**config.mk**
```make
export PLATFORM = sky130hd
export DESIGN_NAME = ecc_flow_sram
export DESIGN_NICKNAME = d
export VERILOG_FILES = /design/src/rtl/fsram_pkg.sv /design/src/rtl/fsram_burst.sv /design/src/rtl/fsram_array.sv /design/src/rtl/fsram_scrub.sv /design/src/rtl/ecc_flow_sram.sv
export SDC_FILE = /design/constraint.sdc
export NUM_CORES = 2
export LEC_CHECK = 0
export CAP_MARGIN = 20
export CORE_MARGIN = 2
export CORE_UTILIZATION = 40
export DETAILED_ROUTE_END_ITERATION = 8
export DONT_BUFFER_PORTS = 1
export PLACE_DENSITY_LB_ADDON = 0.15
export SYNTH_ARGS = -nofsm -noshare
export SYNTH_HDL_FRONTEND = slang
export SYNTH_SLANG_ARGS = --single-unit
```
**constraint.sdc**
```tcl
create_clock -name clk -period 7.6 [get_ports clk]
set_input_delay 1.52 -clock clk [delete_from_list [all_inputs] [get_ports clk]]
set_output_delay 1.52 -clock clk [all_outputs]
set_load 0.005 [all_outputs]
```
**src/rtl/fsram_pkg.sv**
```systemverilog
package fsram_pkg;
  localparam int DATA_W = 32;
  localparam int PAR_W  = 6;
  localparam int CODE_W = DATA_W + PAR_W + 1;

  typedef struct packed {
    logic [DATA_W-1:0] data;
    logic              single;
    logic              double;
  } dec_t;

  // Hamming positions 1..CODE_W-1, powers of two hold check bits, bit 0 overall parity
  function automatic logic [CODE_W-1:0] secded_enc(input logic [DATA_W-1:0] d);
    logic [CODE_W-1:0] c;
    logic              s;
    int                k;
    c = '0;
    k = 0;
    for (int i = 1; i < CODE_W; i++) begin
      if ((i & (i - 1)) != 0) begin
        c[i] = d[k];
        k++;
      end
    end
    for (int p = 0; p < PAR_W; p++) begin
      s = 1'b0;
      for (int i = 1; i < CODE_W; i++)
        if (((i >> p) & 1) == 1) s = s ^ c[i];
      c[1 << p] = s;
    end
    c[0] = ^c;
    return c;
  endfunction

  function automatic dec_t secded_dec(input logic [CODE_W-1:0] c);
    dec_t              r;
    logic [PAR_W-1:0]  syn;
    logic              ovr;
    logic [CODE_W-1:0] f;
    int                k;
    syn = '0;
    for (int i = 1; i < CODE_W; i++)
      if (c[i]) syn = syn ^ PAR_W'(i);
    ovr = ^c;
    f = c;
    if (ovr && int'(syn) < CODE_W) f[syn] = ~f[syn];
    r.single = ovr && (int'(syn) < CODE_W);
    r.double = (!ovr && syn != '0) || (ovr && int'(syn) >= CODE_W);
    r.data   = '0;
    k = 0;
    for (int i = 1; i < CODE_W; i++) begin
      if ((i & (i - 1)) != 0) begin
        r.data[k] = f[i];
        k++;
      end
    end
    return r;
  endfunction
endpackage

```
**src/rtl/fsram_burst.sv**
```systemverilog
module fsram_burst #(
  parameter int ADDR_W = 6
) (
  input  logic              clk,
  input  logic              rst,
  input  logic              ce,
  input  logic              sel_ok,
  input  logic              wr_req,
  input  logic              adv,
  input  logic              ilv,
  input  logic [ADDR_W-1:0] addr,
  output logic              acc_valid,
  output logic              acc_wr,
  output logic [ADDR_W-1:0] acc_addr
);
  localparam int GRP_W = 2;

  logic              act, act_wr, mode_ilv;
  logic [ADDR_W-1:0] base;
  logic [GRP_W-1:0]  beat, nb, low;

  always_comb begin
    nb  = beat + GRP_W'(1);
    low = mode_ilv ? (base[GRP_W-1:0] ^ nb) : (base[GRP_W-1:0] + nb);
    if (!adv) begin
      acc_valid = sel_ok;
      acc_wr    = wr_req;
      acc_addr  = addr;
    end else begin
      acc_valid = act && (beat != {GRP_W{1'b1}});
      acc_wr    = act_wr;
      acc_addr  = {base[ADDR_W-1:GRP_W], low};
    end
  end

  always_ff @(posedge clk) begin
    if (rst) begin
      act      <= 1'b0;
      act_wr   <= 1'b0;
      mode_ilv <= 1'b0;
      base     <= '0;
      beat     <= '0;
    end else if (ce) begin
      if (!adv) begin
        act      <= sel_ok;
        act_wr   <= wr_req;
        base     <= addr;
        beat     <= '0;
        mode_ilv <= ilv;
      end else if (acc_valid) begin
        beat <= nb;
      end else begin
        act <= 1'b0;
      end
    end
  end

  // a stalled cycle leaves the burst position untouched
  assert_stall_hold_R1: assert property (@(posedge clk) disable iff (rst)
    !ce |=> ($stable(beat) && $stable(act) && $stable(base)));
endmodule

```
**src/rtl/fsram_array.sv**
```systemverilog
module fsram_array #(
  parameter int ADDR_W = 6,
  parameter int CODE_W = 39
) (
  input  logic              clk,
  input  logic              rst,
  input  logic              rd_en,
  input  logic              wr_en,
  input  logic [ADDR_W-1:0] addr,
  input  logic [CODE_W-1:0] wdata,
  output logic [CODE_W-1:0] rdata
);
  localparam int DEPTH = 1 << ADDR_W;

  logic [CODE_W-1:0] mem [DEPTH];

  always_ff @(posedge clk) begin
    if (wr_en) mem[addr] <= wdata;
    if (rd_en) rdata <= mem[addr];
  end

  // user traffic and scrub traffic share one port, never both in one cycle
  assert_port_excl_R11: assert property (@(posedge clk) disable iff (rst)
    rd_en |-> !wr_en);
endmodule

```
**src/rtl/fsram_scrub.sv**
```systemverilog
module fsram_scrub #(
  parameter int ADDR_W = 6
) (
  input  logic                         clk,
  input  logic                         rst,
  input  logic                         ce,
  input  logic                         idle,
  input  fsram_pkg::dec_t              dec,
  output logic                         s_rd,
  output logic                         s_wr,
  output logic [ADDR_W-1:0]            s_addr,
  output logic [fsram_pkg::CODE_W-1:0] s_wdata,
  output logic                         fatal
);
  localparam int DEPTH = 1 << ADDR_W;

  logic phase;

  assign s_rd    = ce && idle && !phase;
  assign s_wr    = ce && idle && phase && dec.single;
  assign s_wdata = fsram_pkg::secded_enc(dec.data);

  always_ff @(posedge clk) begin
    if (rst) begin
      phase  <= 1'b0;
      s_addr <= '0;
      fatal  <= 1'b0;
    end else if (ce) begin
      if (idle) begin
        if (!phase) begin
          phase <= 1'b1;
        end else begin
          phase  <= 1'b0;
          s_addr <= (int'(s_addr) == DEPTH - 1) ? '0 : s_addr + ADDR_W'(1);
          if (dec.double) fatal <= 1'b1;
        end
      end else begin
        phase <= 1'b0;
      end
    end
  end

  // once raised the flag stays
  assert_fatal_sticky_R12: assert property (@(posedge clk) disable iff (rst)
    fatal |=> fatal);
  // a user access between read and write-back forces a retry of the same word
  assert_scrub_retry_R11: assert property (@(posedge clk) disable iff (rst)
    (phase && ce && !idle) |=> ($stable(s_addr) && !phase));
endmodule

```
**src/rtl/ecc_flow_sram.sv**
```systemverilog
module ecc_flow_sram #(
  parameter int ADDR_W = 6
) (
  input  logic                         clk,
  input  logic                         rst,
  input  logic                         en_n,
  input  logic                         sel_a_n,
  input  logic                         sel_b,
  input  logic                         sel_c_n,
  input  logic                         wr_n,
  input  logic                         adv,
  input  logic                         ilv,
  input  logic                         out_en_n,
  input  logic [ADDR_W-1:0]            addr,
  input  logic [fsram_pkg::DATA_W-1:0] din,
  input  logic [fsram_pkg::CODE_W-1:0] inj_flip,
  output logic [fsram_pkg::DATA_W-1:0] dout,
  output logic                         dout_oe,
  output logic                         ecc_corr,
  output logic                         ecc_uncorr,
  output logic                         scrub_fatal
);
  import fsram_pkg::*;

  logic              ce, sel_ok;
  logic              acc_valid, acc_wr;
  logic [ADDR_W-1:0] acc_addr, s_addr, port_addr;
  logic              s_rd, s_wr, rd_en, wr_en, ph_rd;
  logic [CODE_W-1:0] s_wdata, wdata, rdata;
  dec_t              dec;

  assign ce     = !en_n;
  assign sel_ok = !sel_a_n && sel_b && !sel_c_n;

  fsram_burst #(.ADDR_W(ADDR_W)) burst_i (
    .clk(clk), .rst(rst), .ce(ce), .sel_ok(sel_ok), .wr_req(!wr_n),
    .adv(adv), .ilv(ilv), .addr(addr),
    .acc_valid(acc_valid), .acc_wr(acc_wr), .acc_addr(acc_addr)
  );

  assign port_addr = acc_valid ? acc_addr : s_addr;
  assign rd_en     = (ce && acc_valid && !acc_wr) || s_rd;
  assign wr_en     = (ce && acc_valid && acc_wr) || s_wr;
  assign wdata     = acc_valid ? (secded_enc(din) ^ inj_flip) : s_wdata;

  fsram_array #(.ADDR_W(ADDR_W), .CODE_W(CODE_W)) array_i (
    .clk(clk), .rst(rst), .rd_en(rd_en), .wr_en(wr_en),
    .addr(port_addr), .wdata(wdata), .rdata(rdata)
  );

  assign dec = secded_dec(rdata);

  fsram_scrub #(.ADDR_W(ADDR_W)) scrub_i (
    .clk(clk), .rst(rst), .ce(ce), .idle(!acc_valid), .dec(dec),
    .s_rd(s_rd), .s_wr(s_wr), .s_addr(s_addr), .s_wdata(s_wdata),
    .fatal(scrub_fatal)
  );

  always_ff @(posedge clk) begin
    if (rst)     ph_rd <= 1'b0;
    else if (ce) ph_rd <= acc_valid && !acc_wr;
  end

  assign dout       = dec.data;
  assign dout_oe    = ph_rd && !out_en_n;
  assign ecc_corr   = ph_rd && dec.single;
  assign ecc_uncorr = ph_rd && dec.double;

  // the data phase of a write never drives the bus
  assert_write_no_drive_R5: assert property (@(posedge clk) disable iff (rst)
    (ce && acc_valid && acc_wr) |=> !dout_oe);
  // a cycle without access leaves the bus undriven
  assert_desel_quiet_R2: assert property (@(posedge clk) disable iff (rst)
    (ce && !acc_valid) |=> (!dout_oe && !ecc_corr && !ecc_uncorr));
endmodule

```
==> impl_results.html <==
<table>
<tr><th>Metric</th><th>Value</th></tr>
<tr><th colspan="2">Status</th></tr>
<tr><td>Status</td><td>complete, no violations</td></tr>
<tr><th colspan="2">Logic synthesis</th></tr>
<tr><td>Fraction of synthesized cell area taken by the top area cell type</td><td>0.792</td></tr>
<tr><td>EDFF count, synth</td><td>approximately 2500</td></tr>
<tr><td>Post-Syn Nets</td><td>between 5000 and 6000</td></tr>
<tr><td>Most common cell in the synthesized netlist</td><td>sky130_fd_sc_hd__edfxtp_1</td></tr>
<tr><td>#FFs+latches synth</td><td>~2600</td></tr>
<tr><td>Share of the yosys chip area belonging to registers</td><td>0.797</td></tr>
<tr><td>Total standard cell area after synthesis</td><td>0.0961 sq mm</td></tr>
<tr><td>Average footprint of a synthesized cell</td><td>between 15 and 20 sq um</td></tr>
<tr><td>Most common library cells after synthesis</td><td>sky130_fd_sc_hd__edfxtp_1 (2535), sky130_fd_sc_hd__a22oi_1 (1188), sky130_fd_sc_hd__clkbuf_1 (323)</td></tr>
<tr><td>Async set-reset flop share out of synthesis</td><td>0</td></tr>
<tr><td>Cell type with the largest total area after synthesis</td><td>sky130_fd_sc_hd__edfxtp_1</td></tr>
<tr><td>Synth Warn #</td><td>0</td></tr>
<tr><td>Most used flip-flop cell after synthesis</td><td>sky130_fd_sc_hd__edfxtp_1</td></tr>
<tr><td>Library cells used by synthesis</td><td>slightly below 70</td></tr>
<tr><td>Number of cells produced by synthesis</td><td>5472</td></tr>
<tr><td>Most area-consuming cells after synthesis</td><td>sky130_fd_sc_hd__edfxtp_1 (79%), sky130_fd_sc_hd__a22oi_1 (9.3%), sky130_fd_sc_hd__xnor2_1 (1.5%)</td></tr>
<tr><th colspan="2">Placed design</th></tr>
<tr><td>Estimated wirelength of the detail-placed design</td><td>185000 um</td></tr>
<tr><td>Number of placed instances, taps included</td><td>8565</td></tr>
<tr><td>Port bufs</td><td>0</td></tr>
<tr><td>Final estimated routing congestion in global placement</td><td>around 0.89</td></tr>
<tr><td>Placed inst area</td><td>slightly above 0.1 sq mm</td></tr>
<tr><td>Worst slack at placement</td><td>0.892 ns</td></tr>
<tr><th colspan="2">GRT</th></tr>
<tr><td>Global Route met3 Usage</td><td>0.0525</td></tr>
<tr><td>Vias in the first global route</td><td>approximately 54000</td></tr>
<tr><td>Met1 global-route usage</td><td>0.377</td></tr>
<tr><td>Total Routing Usage GR</td><td>0.255</td></tr>
<tr><td>Maximum number of pins on one net before global-route repair</td><td>80</td></tr>
<tr><td>Total congestion overflow after global routing</td><td>0</td></tr>
<tr><td>Global-route wire length before repair</td><td>approximately 440000 um</td></tr>
<tr><td>Antenna violations before repair</td><td>19</td></tr>
<tr><td>Met2 usage in global routing</td><td>0.391</td></tr>
<tr><td>GRT Max-Usage Layer</td><td>met2</td></tr>
<tr><th colspan="2">Power and ir drop</th></tr>
<tr><td>Post-layout total power</td><td>45.8 mW</td></tr>
<tr><td>Static leakage</td><td>between 30 and 40 nW</td></tr>
<tr><td>Power density of the placed cells</td><td>between 400 and 500 mW/mm^2</td></tr>
<tr><td>Peak VDD IR</td><td>0.00280 V</td></tr>
<tr><th colspan="2">Timing</th></tr>
<tr><td>Final count of hold timing violations</td><td>0</td></tr>
<tr><td>Relative slew slack</td><td>0.189</td></tr>
<tr><td>PnR worst setup slack</td><td>about 0.48 ns</td></tr>
<tr><td>Final-report max-slew violation count</td><td>0</td></tr>
<tr><td>Worst Hold Margin</td><td>0.478 ns</td></tr>
<tr><td>Highest clock rate</td><td>0.141 GHz</td></tr>
<tr><td>Tightest Pin Transition</td><td>~1.2 ns</td></tr>
<tr><td>Minimum clock period after layout</td><td>7.12 ns</td></tr>
<tr><td>Unrepaired setup endpoints after global routing</td><td>false</td></tr>
<tr><td>Final number of setup-violating endpoints</td><td>0</td></tr>
<tr><td>Clk_skew</td><td>0.0800 ns</td></tr>
<tr><td>Final setup TNS</td><td>0 ns</td></tr>
<tr><td>Final cycle utilization of the critical path</td><td>0.936</td></tr>
<tr><th colspan="2">Cells and area</th></tr>
<tr><td>Non-Filler Cell Area, Final</td><td>0.111 sq mm</td></tr>
<tr><td>Final-layout fill cell count</td><td>20217</td></tr>
<tr><td>Final standard cell count with taps included and fillers excluded</td><td>between 9000 and 10000</td></tr>
<tr><td>Net count of the finished layout</td><td>5778</td></tr>
<tr><td>Final standard cell utilization of the core</td><td>0.466</td></tr>
<tr><td>Sequential cell area</td><td>0.0765 sq mm</td></tr>
<tr><td>Area Growth Syn to Fin</td><td>15.6%</td></tr>
<tr><td>Multi-input gate area in the final layout</td><td>~0.019 sq mm</td></tr>
<tr><td>Fraction of final layout cells with drive strength greater than 1</td><td>0.136</td></tr>
<tr><th colspan="2">CTS</th></tr>
<tr><td>Root buffer cell</td><td>sky130_fd_sc_hd__clkbuf_16</td></tr>
<tr><td>H-tree depth</td><td>5</td></tr>
<tr><td>Clock tree from TritonCTS</td><td>yes</td></tr>
<tr><td>Number of setup buffers added after CTS</td><td>0</td></tr>
<tr><td>CTS Sinks</td><td>roughly 2600</td></tr>
<tr><td>Clock latency at the later pin of the worst-skew pair</td><td>0.96 ns</td></tr>
<tr><td>Largest buffer count on any clock path</td><td>4</td></tr>
<tr><td>CTS buffer count</td><td>284</td></tr>
<tr><td>Clock slew at reported path FFs</td><td>roughly 0.060 ns</td></tr>
<tr><th colspan="2">Setup path</th></tr>
<tr><td>Critical path fanouts, max</td><td>17</td></tr>
<tr><td>Required time worst endpoint</td><td>around 6.1 ns</td></tr>
<tr><td>Most common cell on crit path</td><td>sky130_fd_sc_hd__buf_4</td></tr>
<tr><td>Max incr delay on CP</td><td>0.60 ns</td></tr>
<tr><td>Crit path DAT</td><td>5.60 ns</td></tr>
<tr><td>Endpoint kind of the worst setup timing path</td><td>primary output</td></tr>
<tr><td>R2R setup slack</td><td>approximately 0.85 ns</td></tr>
<tr><td>Worst Setup Start Kind</td><td>flip-flop</td></tr>
<tr><td>Slowest stage cell on the critical path</td><td>sky130_fd_sc_hd__o21ai_0</td></tr>
<tr><td>CP Cell Sequence</td><td>xnor2_2 &gt; xnor3_2 &gt; xnor2_4 &gt; xnor3_1 &gt; a31oi_1 &gt; a32oi_2 &gt; a2111oi_1 &gt; a2111oi_2 &gt; buf_4 &gt; or2_1 &gt; buf_4 &gt; buf_4 &gt; o21ai_0</td></tr>
<tr><td>Class of the most critical setup path</td><td>reg -&gt; out</td></tr>
<tr><th colspan="2">Floorplan</th></tr>
<tr><td>CORE AREA</td><td>approximately 0.24 sq mm</td></tr>
<tr><td>Boundary pin count</td><td>123</td></tr>
<tr><td>Die Wd</td><td>494 um</td></tr>
<tr><td>Initial core utilization</td><td>0.403</td></tr>
<tr><td>Site row count</td><td>179</td></tr>
<tr><td>Die Footprint</td><td>0.244 sq mm</td></tr>
<tr><td>Die height</td><td>494 um</td></tr>
<tr><th colspan="2">Drt</th></tr>
<tr><td>Number of design-rule violations left by the first detailed-router iteration</td><td>7028</td></tr>
<tr><td>Detail-routed net length per standard cell</td><td>35.1 um</td></tr>
<tr><td>Number of nets with antenna violations after routing</td><td>0</td></tr>
<tr><td>Initial DRT Pass Iterations</td><td>7</td></tr>
<tr><td>Via count normalized by instance count</td><td>around 6.2</td></tr>
<tr><td>Number of remaining DRC errors</td><td>0</td></tr>
<tr><td>Detailed Route WL</td><td>318000 um</td></tr>
<tr><td>Via count</td><td>56390</td></tr>
<tr><th colspan="2">Worst hold path</th></tr>
<tr><td>Hold Path Class</td><td>reg -&gt; reg</td></tr>
<tr><th colspan="2">Run</th></tr>
<tr><td>Number of maximum-capacitance violations</td><td>0</td></tr>
</table>
## where the power goes
| part | internal [mW] | total, mW | switching, mW | leakage [nW] |
|---|---|---|---|---|
| Clock | 7.32 | 12.7 | 5.38 | 4.11 |
| Sequential | 21.0 | 21.1 | 0.0921 | 23.0 |
| Combinational | 2.93 | 12.0 | 9.03 | 6.30 |
| Total | 31.3 | 45.8 | 14.5 | 33.4 |
## kinds of logic (layout without fill, tap and decap cells)
| logic type | count (synthesis) | after routing | synth area share |
|---|---|---|---|
| xor+xnor | 223 | 223 | 0.0238 |
| fa+ha+maj | 4 | 4 | 0.000495 |
| mux | 23 | 23 | 0.00247 |
| simple gates | 517 | 517 | 0.0267 |
| flops | 2555 | 2555 | 0.797 |
| other cells | 0 | 8 | 0 |
| compound gates | 1771 | 1771 | 0.134 |
| buf+inv | 379 | 792 | 0.0155 |
## path summary, 6_finish.rpt
path | startpoint | to | cells after the start
worst max-delay path | array_i.rdata[7] | dout[17] | 13
worst min-delay path | burst_i.beat[1] | burst_i.beat[1] | 2
worst max register to register | array_i.rdata[7] | array_i.mem[35][4] | 19
worst min register to register | burst_i.beat[1] | burst_i.beat[1] | 2
## cell type report
type | count | area share
clock buffer | 358 | 0.0678
tap | 3167 | 0.0357
sequential | 2555 | 0.689
inverter | 12 | 0.000406
timing repair buffer | 297 | 0.0270
antenna | 8 | 0.000180
multi-input combinational | 2538 | 0.172
clock inverter | 125 | 0.00773
## state kept, by name, indices dropped and copies added (netlist names)
name,count
array_i.mem,2496
array_i.rdata,39
burst_i.base,6
scrub_i.s_addr,6
burst_i.beat,2
burst_i.act,1
burst_i.act_wr,1
burst_i.mode_ilv,1
ph_rd,1
scrub_i.fatal,1
scrub_i.phase,1
## worst max-delay path, delay by kind of cell (launching register included)
| family | cells | cell delay, ns |
|---|---|---|
| XOR/XNOR | 4 | 1.66 |
| AO/OA/AOI/OAI | 5 | 1.52 |
| buffers and inverters | 3 | 0.65 |
| flip-flops | 1 | 0.59 |
| AND/OR/NAND/NOR | 1 | 0.25 |
## layer usage
layer | wire length, um | part of all wire | vias up
li1 | - | - | 23330
met1 | 138000 | 0.43 | 29882
met3 | 28300 | 0.089 | 360
met5 | 54 | 0.00017 | -
met2 | 146000 | 0.46 | 2810
met4 | 5930 | 0.019 | 8
## layout by cell type, fill, tap and decap left out, types with 13 or more instances in the layout
| cell type | count |
|---|---|
| sky130_fd_sc_hd__clkbuf_16 | 291 |
| sky130_fd_sc_hd__a221oi_1 | 41 |
| sky130_fd_sc_hd__a22oi_1 | 1188 |
| sky130_fd_sc_hd__buf_12 | 62 |
| sky130_fd_sc_hd__clkbuf_1 | 67 |
| sky130_fd_sc_hd__edfxtp_1 | 2535 |
| sky130_fd_sc_hd__a22o_1 | 35 |
| sky130_fd_sc_hd__a41oi_1 | 134 |
| sky130_fd_sc_hd__o21ai_4 | 35 |
| sky130_fd_sc_hd__nand4_1 | 188 |
| sky130_fd_sc_hd__nand2_1 | 127 |
| sky130_fd_sc_hd__clkinv_1 | 60 |
| sky130_fd_sc_hd__nor2_1 | 67 |
| sky130_fd_sc_hd__dfxtp_1 | 20 |
| sky130_fd_sc_hd__clkinv_2 | 42 |
| sky130_fd_sc_hd__o21ai_0 | 40 |
| sky130_fd_sc_hd__a31oi_1 | 40 |
| sky130_fd_sc_hd__a21oi_1 | 177 |
| sky130_fd_sc_hd__xnor2_1 | 161 |
| sky130_fd_sc_hd__mux2i_1 | 16 |
| sky130_fd_sc_hd__nor2_4 | 71 |
| sky130_fd_sc_hd__o22ai_1 | 14 |
| sky130_fd_sc_hd__xnor3_1 | 13 |
| sky130_fd_sc_hd__buf_4 | 234 |
| sky130_fd_sc_hd__xor2_1 | 37 |
## timing repair
action / 4_1_cts / 5_1_grt
setup endpoints to repair: 0 / 1
resized for setup: 0 / 1
hold buffers: 0 / 0
(Power assumes the default switching activity.)
